**src/rtl/sa_pkg.sv**
```systemverilog
package sa_pkg;
   typedef enum logic [1:0] {
      ST_IDLE = 2'd0,
      ST_SKIP = 2'd1,
      ST_FILL = 2'd2,
      ST_RUN  = 2'd3
   } sa_state_e;
endpackage

```
**src/rtl/sa_skip_ctrl.sv**
```systemverilog
module sa_skip_ctrl
   import sa_pkg::*;
#(
   parameter int MAX_SKIP = 3,
   parameter int SKIP_W   = 2,
   parameter int ROT_W    = 3
) (
   input  logic              clk,
   input  logic              rst_n,
   input  logic              go_i,
   input  logic [SKIP_W-1:0] skip_i,
   input  logic [ROT_W-1:0]  rot_i,
   input  logic              take_i,
   output sa_state_e         state_o,
   output logic [ROT_W-1:0]  rot_o
);
   if (MAX_SKIP < 1) begin : g_chk_skip
      $error("MAX_SKIP must be at least 1");
   end
   if ((1 << SKIP_W) <= MAX_SKIP) begin : g_chk_skipw
      $error("SKIP_W too narrow for MAX_SKIP");
   end

   localparam logic [SKIP_W-1:0] SKIP_CAP = SKIP_W'(MAX_SKIP);

   sa_state_e         state_q;
   logic [SKIP_W-1:0] cnt_q;
   logic [ROT_W-1:0]  rot_q;
   logic [SKIP_W-1:0] skip_eff;

   assign skip_eff = (skip_i > SKIP_CAP) ? SKIP_CAP : skip_i;

   always_ff @(posedge clk or negedge rst_n) begin
      if (!rst_n) begin
         state_q <= ST_IDLE;
         cnt_q   <= '0;
         rot_q   <= '0;
      end else if (go_i) begin
         state_q <= (skip_eff != '0) ? ST_SKIP : ST_FILL;
         cnt_q   <= skip_eff;
         rot_q   <= rot_i;
      end else if (take_i) begin
         unique case (state_q)
            ST_SKIP: begin
               cnt_q <= cnt_q - 1'b1;
               if (cnt_q == SKIP_W'(1)) state_q <= ST_FILL;
            end
            ST_FILL: state_q <= ST_RUN;
            default: state_q <= state_q;
         endcase
      end
   end

   assign state_o = state_q;
   assign rot_o   = rot_q;

   AST_SKIP_BOUND: assert property (@(posedge clk) disable iff (!rst_n)
      cnt_q <= SKIP_CAP);
   AST_SKIP_LAST: assert property (@(posedge clk) disable iff (!rst_n)
      (state_q == ST_SKIP && take_i && !go_i && cnt_q == SKIP_W'(1))
      |=> state_q == ST_FILL);
   AST_FILL_ONE: assert property (@(posedge clk) disable iff (!rst_n)
      (state_q == ST_FILL && take_i && !go_i) |=> state_q == ST_RUN);
endmodule

```
**src/rtl/sa_byte_rot.sv**
```systemverilog
module sa_byte_rot #(
   parameter int SAMPLE_W  = 8,
   parameter int LANES     = 8,
   parameter bit SHIFT_ROT = 1'b0,
   parameter int ROT_W     = $clog2(LANES),
   parameter int WORD_W    = SAMPLE_W * LANES
) (
   input  logic [WORD_W-1:0] prev_i,
   input  logic [WORD_W-1:0] cur_i,
   input  logic [ROT_W-1:0]  rot_i,
   output logic [WORD_W-1:0] word_o
);
   if ((1 << ROT_W) != LANES) begin : g_chk_lanes
      $error("LANES must be a power of two");
   end

   if (SHIFT_ROT) begin : g_shift
      localparam int SHW = $clog2(2 * WORD_W);
      logic [2*WORD_W-1:0] cat;
      logic [2*WORD_W-1:0] shifted;
      logic [SHW-1:0]      shamt;
      assign cat     = {cur_i, prev_i};
      assign shamt   = SHW'(rot_i) * SHW'(SAMPLE_W);
      assign shifted = cat >> shamt;
      assign word_o  = shifted[WORD_W-1:0];
   end else begin : g_mux
      localparam int IDX_W = ROT_W + 1;
      logic [SAMPLE_W-1:0] cat_b [2*LANES];
      for (genvar i = 0; i < LANES; i++) begin : g_fill
         assign cat_b[i]         = prev_i[i*SAMPLE_W +: SAMPLE_W];
         assign cat_b[i + LANES] = cur_i[i*SAMPLE_W +: SAMPLE_W];
      end
      for (genvar j = 0; j < LANES; j++) begin : g_lane
         logic [SAMPLE_W-1:0] pick;
         always_comb pick = cat_b[IDX_W'(j) + IDX_W'(rot_i)];
         assign word_o[j*SAMPLE_W +: SAMPLE_W] = pick;
      end
   end
endmodule

```
**src/rtl/sa_out_reg.sv**
```systemverilog
module sa_out_reg #(
   parameter int WORD_W = 64
) (
   input  logic              clk,
   input  logic              rst_n,
   input  logic              clear_i,
   input  logic              load_i,
   input  logic              push_i,
   input  logic [WORD_W-1:0] in_word_i,
   input  logic [WORD_W-1:0] rot_word_i,
   input  logic              ready_i,
   output logic              valid_o,
   output logic [WORD_W-1:0] data_o,
   output logic [WORD_W-1:0] hist_o
);
   logic              valid_q;
   logic [WORD_W-1:0] data_q;
   logic [WORD_W-1:0] hist_q;

   always_ff @(posedge clk or negedge rst_n) begin
      if (!rst_n) begin
         valid_q <= 1'b0;
         data_q  <= '0;
         hist_q  <= '0;
      end else begin
         if (clear_i)         valid_q <= 1'b0;
         else if (push_i)     valid_q <= 1'b1;
         else if (ready_i)    valid_q <= 1'b0;
         if (push_i)          data_q  <= rot_word_i;
         if (load_i || push_i) hist_q <= in_word_i;
      end
   end

   assign valid_o = valid_q;
   assign data_o  = data_q;
   assign hist_o  = hist_q;

   AST_HOLD_STALL: assert property (@(posedge clk) disable iff (!rst_n)
      (valid_q && !ready_i && !clear_i) |=> (valid_q && $stable(data_q)));
   AST_CLEAR_DROP: assert property (@(posedge clk) disable iff (!rst_n)
      clear_i |=> !valid_q);
   AST_NO_OVERWRITE: assert property (@(posedge clk) disable iff (!rst_n)
      push_i |-> (!valid_q || ready_i));
endmodule

```
**src/rtl/sample_align.sv**
```systemverilog
module sample_align
   import sa_pkg::*;
#(
   parameter int  SAMPLE_W  = 8,
   parameter int  LANES     = 8,
   parameter int  MAX_SKIP  = 3,
   parameter bit  SHIFT_ROT = 1'b0,
   localparam int WORD_W    = SAMPLE_W * LANES,
   localparam int ROT_W     = $clog2(LANES),
   localparam int SKIP_W    = $clog2(MAX_SKIP + 1),
   localparam int OFS_W     = SKIP_W + ROT_W
) (
   input  logic              clk,
   input  logic              rst_n,
   input  logic              align_go,
   input  logic [OFS_W-1:0]  align_ofs,
   input  logic              s_valid,
   output logic              s_ready,
   input  logic [WORD_W-1:0] s_data,
   output logic              m_valid,
   input  logic              m_ready,
   output logic [WORD_W-1:0] m_data
);
   if (SAMPLE_W < 1 || LANES < 2) begin : g_chk_geom
      $error("SAMPLE_W must be >= 1 and LANES >= 2");
   end

   sa_state_e         state;
   logic [ROT_W-1:0]  rot;
   logic [WORD_W-1:0] hist;
   logic [WORD_W-1:0] rot_word;
   logic              take;
   logic              out_free;

   assign out_free = !m_valid || m_ready;
   always_comb begin
      unique case (state)
         ST_SKIP, ST_FILL: s_ready = !align_go;
         ST_RUN:           s_ready = !align_go && out_free;
         default:          s_ready = 1'b0;
      endcase
   end
   assign take = s_valid && s_ready;

   sa_skip_ctrl #(
      .MAX_SKIP (MAX_SKIP),
      .SKIP_W   (SKIP_W),
      .ROT_W    (ROT_W)
   ) u_ctrl (
      .clk     (clk),
      .rst_n   (rst_n),
      .go_i    (align_go),
      .skip_i  (align_ofs[OFS_W-1:ROT_W]),
      .rot_i   (align_ofs[ROT_W-1:0]),
      .take_i  (take),
      .state_o (state),
      .rot_o   (rot)
   );

   sa_byte_rot #(
      .SAMPLE_W  (SAMPLE_W),
      .LANES     (LANES),
      .SHIFT_ROT (SHIFT_ROT)
   ) u_rot (
      .prev_i (hist),
      .cur_i  (s_data),
      .rot_i  (rot),
      .word_o (rot_word)
   );

   sa_out_reg #(
      .WORD_W (WORD_W)
   ) u_out (
      .clk        (clk),
      .rst_n      (rst_n),
      .clear_i    (align_go),
      .load_i     (take && state == ST_FILL),
      .push_i     (take && state == ST_RUN),
      .in_word_i  (s_data),
      .rot_word_i (rot_word),
      .ready_i    (m_ready),
      .valid_o    (m_valid),
      .data_o     (m_data),
      .hist_o     (hist)
   );

   AST_ZERO_ROT_PASS: assert property (@(posedge clk) disable iff (!rst_n)
      (take && state == ST_RUN && rot == '0) |=> m_data == $past(hist));
   AST_OUT_ONLY_RUN: assert property (@(posedge clk) disable iff (!rst_n)
      $rose(m_valid) |-> $past(state) == ST_RUN);
   AST_IDLE_QUIET: assert property (@(posedge clk) disable iff (!rst_n)
      state == ST_IDLE |-> (!m_valid && !take));
endmodule

```
**config.mk**
```make
export PLATFORM = sky130hd
export DESIGN_NAME = sample_align
export DESIGN_NICKNAME = d
export VERILOG_FILES = /design/src/rtl/sa_pkg.sv /design/src/rtl/sa_skip_ctrl.sv /design/src/rtl/sa_byte_rot.sv /design/src/rtl/sa_out_reg.sv /design/src/rtl/sample_align.sv
export SDC_FILE = /design/constraint.sdc
export NUM_CORES = 1
export LEC_CHECK = 0
export CORE_ASPECT_RATIO = 1.2
export CORE_MARGIN = 2
export CORE_UTILIZATION = 60
export CTS_BUF_LIST = sky130_fd_sc_hd__clkbuf_16
export DETAILED_ROUTE_END_ITERATION = 16
export PLACE_DENSITY = 0.9
export SYNTH_ARGS = -nofsm -noshare
export SYNTH_HDL_FRONTEND = slang
export SYNTH_SLANG_ARGS = --single-unit
export TNS_END_PERCENT = 20
```
**constraint.sdc**
```tcl
create_clock -name clk -period 9.8 [get_ports clk]
set_clock_uncertainty 0.2 [all_clocks]
set_input_delay 1.47 -clock clk [delete_from_list [all_inputs] [get_ports clk]]
set_output_delay 1.47 -clock clk [all_outputs]
set_load 0.05 [all_outputs]
```
==> results of run 1 <==
metal layers:
layer,vias up,track usage [%]
li1,3182,-
met1,3918,44.97
met2,699,53.35
met3,121,11.82
met4,0,17.52
met5,-,0
cells in the mapped netlist, types with 6 or more instances:
cell	number
dfrtp_1	136
mux2i_1	97
mux4_2	96
mux2_2	71
nand2_1	61
o21ai_0	37
nor2_1	36
clkbuf_1	25
inv_1	24
o221ai_1	24
mux2_4	20
a21oi_1	18
buf_2	18
ha_1	12
nand2b_1	9
a211oi_1	8
a21o_1	8
nor3_1	8
o31a_1	8
o31ai_1	8
buf_4	7
buf_6	7
mux2_1	6
worst max-delay path: stages:
cell	delay, ps
clkdlybuf4s50_1	660
or2_0	440
nor2_1	140
clkdlybuf4s50_1	810
final timing paths:
path	start	depth (start not counted)	slack, ps	to
worst max-delay path	align_go	4	4610	s_ready
worst min-delay path	u_out.data_o[7]	1	270	u_out.data_o[7]
worst max register to register	u_ctrl.rot_o[1]	8	5480	u_out.data_o[10]
worst min register to register	u_out.data_o[7]	1	270	u_out.data_o[7]
max in group asynchronous	rst_n	2	7070	u_ctrl.rot_o[0]
min in group asynchronous	rst_n	1	820	u_out.hist_o[48]
flip-flops by register name, indices dropped and copies added, names as in the netlist:
| register | cells |
|---|---|
| u_ctrl.rot_o | 3 |
| u_ctrl.state_o | 2 |
| u_out.hist_o | 64 |
| u_out.data_o | 64 |
| u_out.valid_o | 1 |
| u_ctrl.cnt_q | 2 |
cell families (layout without fill, tap and decap cells):
group,after synthesis,after routing
buffers and inverters,89,207
flip-flops,136,136
AO/OA/AOI/OAI,119,119
AND/OR/NAND/NOR,122,122
adder cells (fa/ha/maj),12,12
multiplexers,290,290
XOR/XNOR,3,3
area by class of cell:
class | instances | area [sq um]
inverter | 27 | 101.3
multi-input combinational | 546 | 5853
clock inverter | 14 | 230.2
tap | 208 | 260.3
timing repair buffer | 149 | 1468
sequential | 136 | 3408
fill | 975 | 3956
clock buffer | 17 | 425.4
report_power, final:
part           switching (mW)  leakage (nW)  internal [mW]  total, mW
registers               0.263          1.67          0.823       1.09
logic                    1.05          2.96          0.846       1.90
clock network           0.253         0.314          0.473      0.726
total                    1.57          4.94           2.14       3.71
stage by stage:
| stage | setup WS, ps | power, mW | utilization (%) | instance area [sq um] |
|---|---|---|---|---|
| 2_1_floorplan | 5651 | 2.322 | - | 9654 |
| 3_3_place_gp | 4669 | 2.869 | 70.63 | 11090 |
| 3_5_place_dp | 4664 | 2.928 | 70.63 | 11090 |
| 4_1_cts | 4625 | 3.677 | 74.80 | 11750 |
| 5_1_grt | 4541 | 3.837 | 74.80 | 11750 |
| 6_report | 4610 | 3.711 | 74.80 | 11750 |
==> metrics.yaml, run 1 <==
global_routing:
  grt_pass1_vias: 7927
  grt_use_total_pct: 34.96
  grt_pass1_wl_microns: 44840
  grt_max_degree: 75
  gr-total-overflow: 0
  grt_antenna_before_repair: 0
clock_network:
  hold_buffers: 0
  numCtsBuffers: 17
  cts_root_buf: "clkbuf_16"
  cts-resized-gates: 0
  htreeDepth: 4
  cts_tree: "built"
  clk_latency_ps: 430
  post_cts_buffers: 0
  cts_buffer_depth: 2
  cts.clk_slew.worst_paths_ps: 60
  cts.sinks: 136
setup_path:
  cp_max_fo: 16
  worst_ep_arrival_time_ps: 3520
  worstSetupPathType: "input port to output port"
  crit_path_start_kind: "input port"
  required_ps: 8130
  end_kind: "output port"
synth:
  synth.net_count: 857
  synth_edf_count: 0
  synthTopCellsByArea: "dfrtp_1 35%, mux4_2 22%, mux2i_1 10%"
  synthFlopType: "dfrtp_1"
  synthAdderAreaFrac_pct: 1.555
  yosysWarnings: 0
  avgSynthCellArea_sq_um: 12.52
  async_flop_share_pct: 100.0
  synth-simple-area-share_pct: 5.430
  synth_compound_area_share_pct: 8.359
  synth_top_family_by_area: "multiplexers"
  yosysSeqAreaShare_pct: 35.25
  synth.distinct_cells: 42
  synth_area_sq_um: 9654
  synth-xor-area-share_pct: 0.3499
  postSynthCellCount: 771
  synth_top_area_cell: "dfrtp_1"
  synth_mux_area_share_pct: 44.54
  ys_ff_latch: 136
  synth_top_area_share_pct: 35.25
route:
  wl_met3_microns: 3759
  wl_met2_microns: 13590
  met1_length_microns: 10380
  num_vias: 7920
  wl_per_cell_microns: 26.51
  top_layer: "met4"
  drt_first_pass_iters: 6
  drt-total-wl_microns: 29080
  detail-route-antenna-nets: 0
  drc_errors: 0
  dr.first_iter.drc_count: 994
  viasPerCell: 7.220
die:
  rows: 50
  core_area_sq_um: 15700
  die_h_microns: 143.0
  die_w_microns: 119.8
  dieArea_sq_um: 17130
  start_util_pct: 61.48
  ios: 140
timing:
  rsz0062_at_grt: "false"
  totalNegativeSetupSlack_ps: 0
  min_period_ps: 5190
  setup_viol: 0
  slew_headroom_pct: 24.62
  finalHoldViolations: 0
  slew_viol_final: 0
  fin_hold_ws_ps: 274.6
  fmax_mhz: 192.7
  worst_pin_slew_ps: 1128
  period_share_pct: 52.96
hold_path:
  min-delay-path-class: "flop to flop"
layout:
  final_common_cell: "clkdlybuf4s50_1"
  final-instance-count-excl-fill: 1097
  drive_above_1_share_pct: 26.88
  diodes: 0
  area_growth_pct: 21.67
  nets: 963
  final_cell_mix: "138 x clkdlybuf4s50_1, 134 x dfrtp_1, 97 x mux2i_1, 96 x mux4_2, 71 x mux2_2"
place:
  place_congestion: 0.8998
  io_buffer_count: 139
  dp_hpwl_microns: 19580
  dp_cells: 1066
job:
  max_cap_viol_count: 0
pwr:
  p_per_area_nw_per_um2: 316.0
  power.leakage_nw: 4.942
  irDropWorstVdd_v: 0.0001542
outcome:
  outcome: "completed"
(Power assumes the default switching activity.)
==> run 2: changes to the inputs <==
Settings changed: CORE_UTILIZATION 60 to 56, PLACE_DENSITY 0.9 to 0.85.
Clock period 9.8 ns to 5.4 ns, I/O delays scaled along.
==> run 2 against run 1 <==
Against the previous run: final cell count grew 1.0%; routed wire length shrank 2.6%; utilization shrank 5.3 points; critical path depth is the same; largest cell class unchanged.
==> metrics.yaml, run 2 (synthesized netlist as in run 1, its figures left out) <==
place:
  dpl_cell_area_sq_um: 11130  # +0.34%
  io_buffer_count: 139  # unchanged
  place_congestion: 0.9171  # +1.9%
  dp_hpwl_microns: 19830  # +1.3%
clock_network:
  cts_buffer_depth: 2  # unchanged
  cts_root_buf: "clkbuf_16"
  post_cts_buffers: 0  # unchanged
  cts_tree: "built"
  htreeDepth: 4  # unchanged
  cts-resized-gates: 0  # unchanged
  hold_buffers: 0  # unchanged
  cts.sinks: 136  # unchanged
  clk_latency_ps: 430  # about the same
  cts.clk_slew.worst_paths_ps: 60  # about the same
  numCtsBuffers: 17  # unchanged
route:
  viasPerCell: 6.942  # -3.8%
  dr.first_iter.drc_count: 803  # -19%
  drc_errors: 0  # unchanged
  num_vias: 7692  # -2.9%
  detail-route-antenna-nets: 0  # unchanged
  wl_per_cell_microns: 25.56  # -3.6%
  drt-total-wl_microns: 28320  # -2.6%
  drt_first_pass_iters: 5  # -1
global_routing:
  grt_pass1_vias: 7748  # -2.3%
  grt_use_total_pct: 32.78  # -2.2 points
  gr-total-overflow: 0  # unchanged
  grt_max_degree: 101  # +35%
  grt_antenna_before_repair: 0  # unchanged
  grt_pass1_wl_microns: 44020  # -1.8%
pwr:
  p_int_mw: 3.749  # +75%
  p_per_area_nw_per_um2: 559.2  # +77%
  switching_share_pct: 42.77  # +0.50 points
  power.leakage_nw: 4.918  # -0.50%
  total_power_mw: 6.551  # +77%
  p_switching_mw: 2.802  # +79%
  p_seq_share_pct: 30.3  # +1.0 points
  p_clk_share_pct: 17.9  # -1.7 points
  power_frac_comb_pct: 51.8  # +0.6 points
  irDropWorstVdd_v: 0.0002730  # +77%
setup_path:
  worst_ep_arrival_time_ps: 2870  # -650 ps
  crit_family: "buffers and inverters"
  path_cells: "clkdlybuf4s50_1 > or2_0 > nor2_1 > clkdlybuf4s50_1"
  cp.depth: 4  # unchanged
  r2r_slack_ps: 1530  # -3950 ps
  cp-endpoint: "s_ready"
  slowest_delay_ps: 810  # about the same
  cp-startpoint: "align_go"
  path_buf_inv: 2  # unchanged
  path_common_cell: "clkdlybuf4s50_1"
  worstSetupPathType: "input port to output port"
  worstReg2RegStart: "u_ctrl.rot_o[0]"
  r2r_end: "u_out.data_o[42]"
  crit_path_start_kind: "input port"
  end_kind: "output port"
  ff2ff_path_depth: 6  # -2
  critical_path.slowest_cell: "clkdlybuf4s50_1"
  required_ps: 4390  # -3740 ps
  cp_max_fo: 16  # unchanged
timing:
  slew_headroom_pct: 18.98  # -5.6 points
  totalNegativeSetupSlack_ps: 0  # unchanged
  setup_viol: 0  # unchanged
  fmax_mhz: 257.7
  slew_viol_final: 0  # unchanged
  min_period_ps: 3881
  worst_pin_slew_ps: 1207  # +78.68 ps
  rsz0062_at_grt: "false"
  period_share_pct: 71.87
  finalHoldViolations: 0  # unchanged
die:
  die_h_microns: 147.8  # +3.4%
  rows: 52  # +4.0%
  core_area_sq_um: 16850  # +7.3%
  ios: 140  # unchanged
  start_util_pct: 57.29  # -4.2 points
  dieArea_sq_um: 18310  # +6.9%
  die_w_microns: 123.9  # +3.4%
layout:
  final_cell_mix: "138 x clkdlybuf4s50_1, 134 x dfrtp_1, 97 x mux2i_1, 96 x mux4_2, 71 x mux2_2"
  drive_above_1_share_pct: 27.13  # +0.25 points
  diodes: 0  # unchanged
  nets: 965  # +0.21%
  final_common_cell: "clkdlybuf4s50_1"
  area_growth_pct: 21.33
  fin_area_sq_um: 11710  # -0.28%
  n_fill_cell: 1157  # +19%
outcome:
  outcome: "completed"
job:
  max_cap_viol_count: 0  # unchanged
hold_path:
  min-delay-path-class: "input port to async pin"
==> run 2: cell type report <==
class / instances / area [sq um] / area share (%)
Clock inverter: 15 / 160.2 / 1.367
Timing Repair Buffer: 151 / 1495 / 12.76
Inverter: 27 / 101.3 / 0.8652
Tap cell: 216 / 270.3 / 2.307
Multi-Input combinational cell: 546 / 5853 / 49.97
Sequential cell: 136 / 3408 / 29.10
Clock buffer: 17 / 425.4 / 3.632
==> run 2: stage by stage <==
stage | util [%] | hold WS [ps] | worst slack (ps) | cells
2_1_floorplan | - | 276.6 | 2203 | 771
3_3_place_gp | 66.04 | 264.8 | 1559 | 1076
3_5_place_dp | 66.04 | 270.7 | 1534 | 1076
4_1_cts | 69.51 | 285.4 | 1513 | 1108
5_1_grt | 69.51 | 305.5 | 1269 | 1108
6_report | 69.51 | 276.7 | 1519 | 1108
==> run 2: per-layer routing <==
metal | global-route usage [%] | vias up | part of all wire [%]
met3 | 6.752 | 125 | 8.9
met4 | 20.57 | 0 | 7.0
met1 | 39.92 | 3859 | 34
li1 | - | 3195 | -
met5 | 0 | - | 0
met2 | 52.94 | 513 | 50
==> run 2: worst min path at each step <==
stage	startpoint	end	slack, ps	depth (start not counted)
after floorplan	u_ctrl.cnt_q[0]	u_ctrl.cnt_q[0]	280	1
after global placement	u_out.data_o[55]	u_out.data_o[55]	260	2
after detailed placement	u_out.data_o[8]	u_out.data_o[8]	270	2
after CTS	u_out.data_o[8]	u_out.data_o[8]	290	2
after global routing	u_out.data_o[5]	u_out.data_o[5]	310	1
final	rst_n	u_out.data_o[47]	280	1
==> run 2: power groups by stage <==
stage,combinational [mW],sequential (mW),clock [mW]
floorplan,1.62,2.59,0
detailed placement,3.35,1.97,0
finish,3.39,1.98,1.17
global placement,3.29,1.94,0
global route,3.56,2.03,1.23
CTS,3.38,1.96,1.17
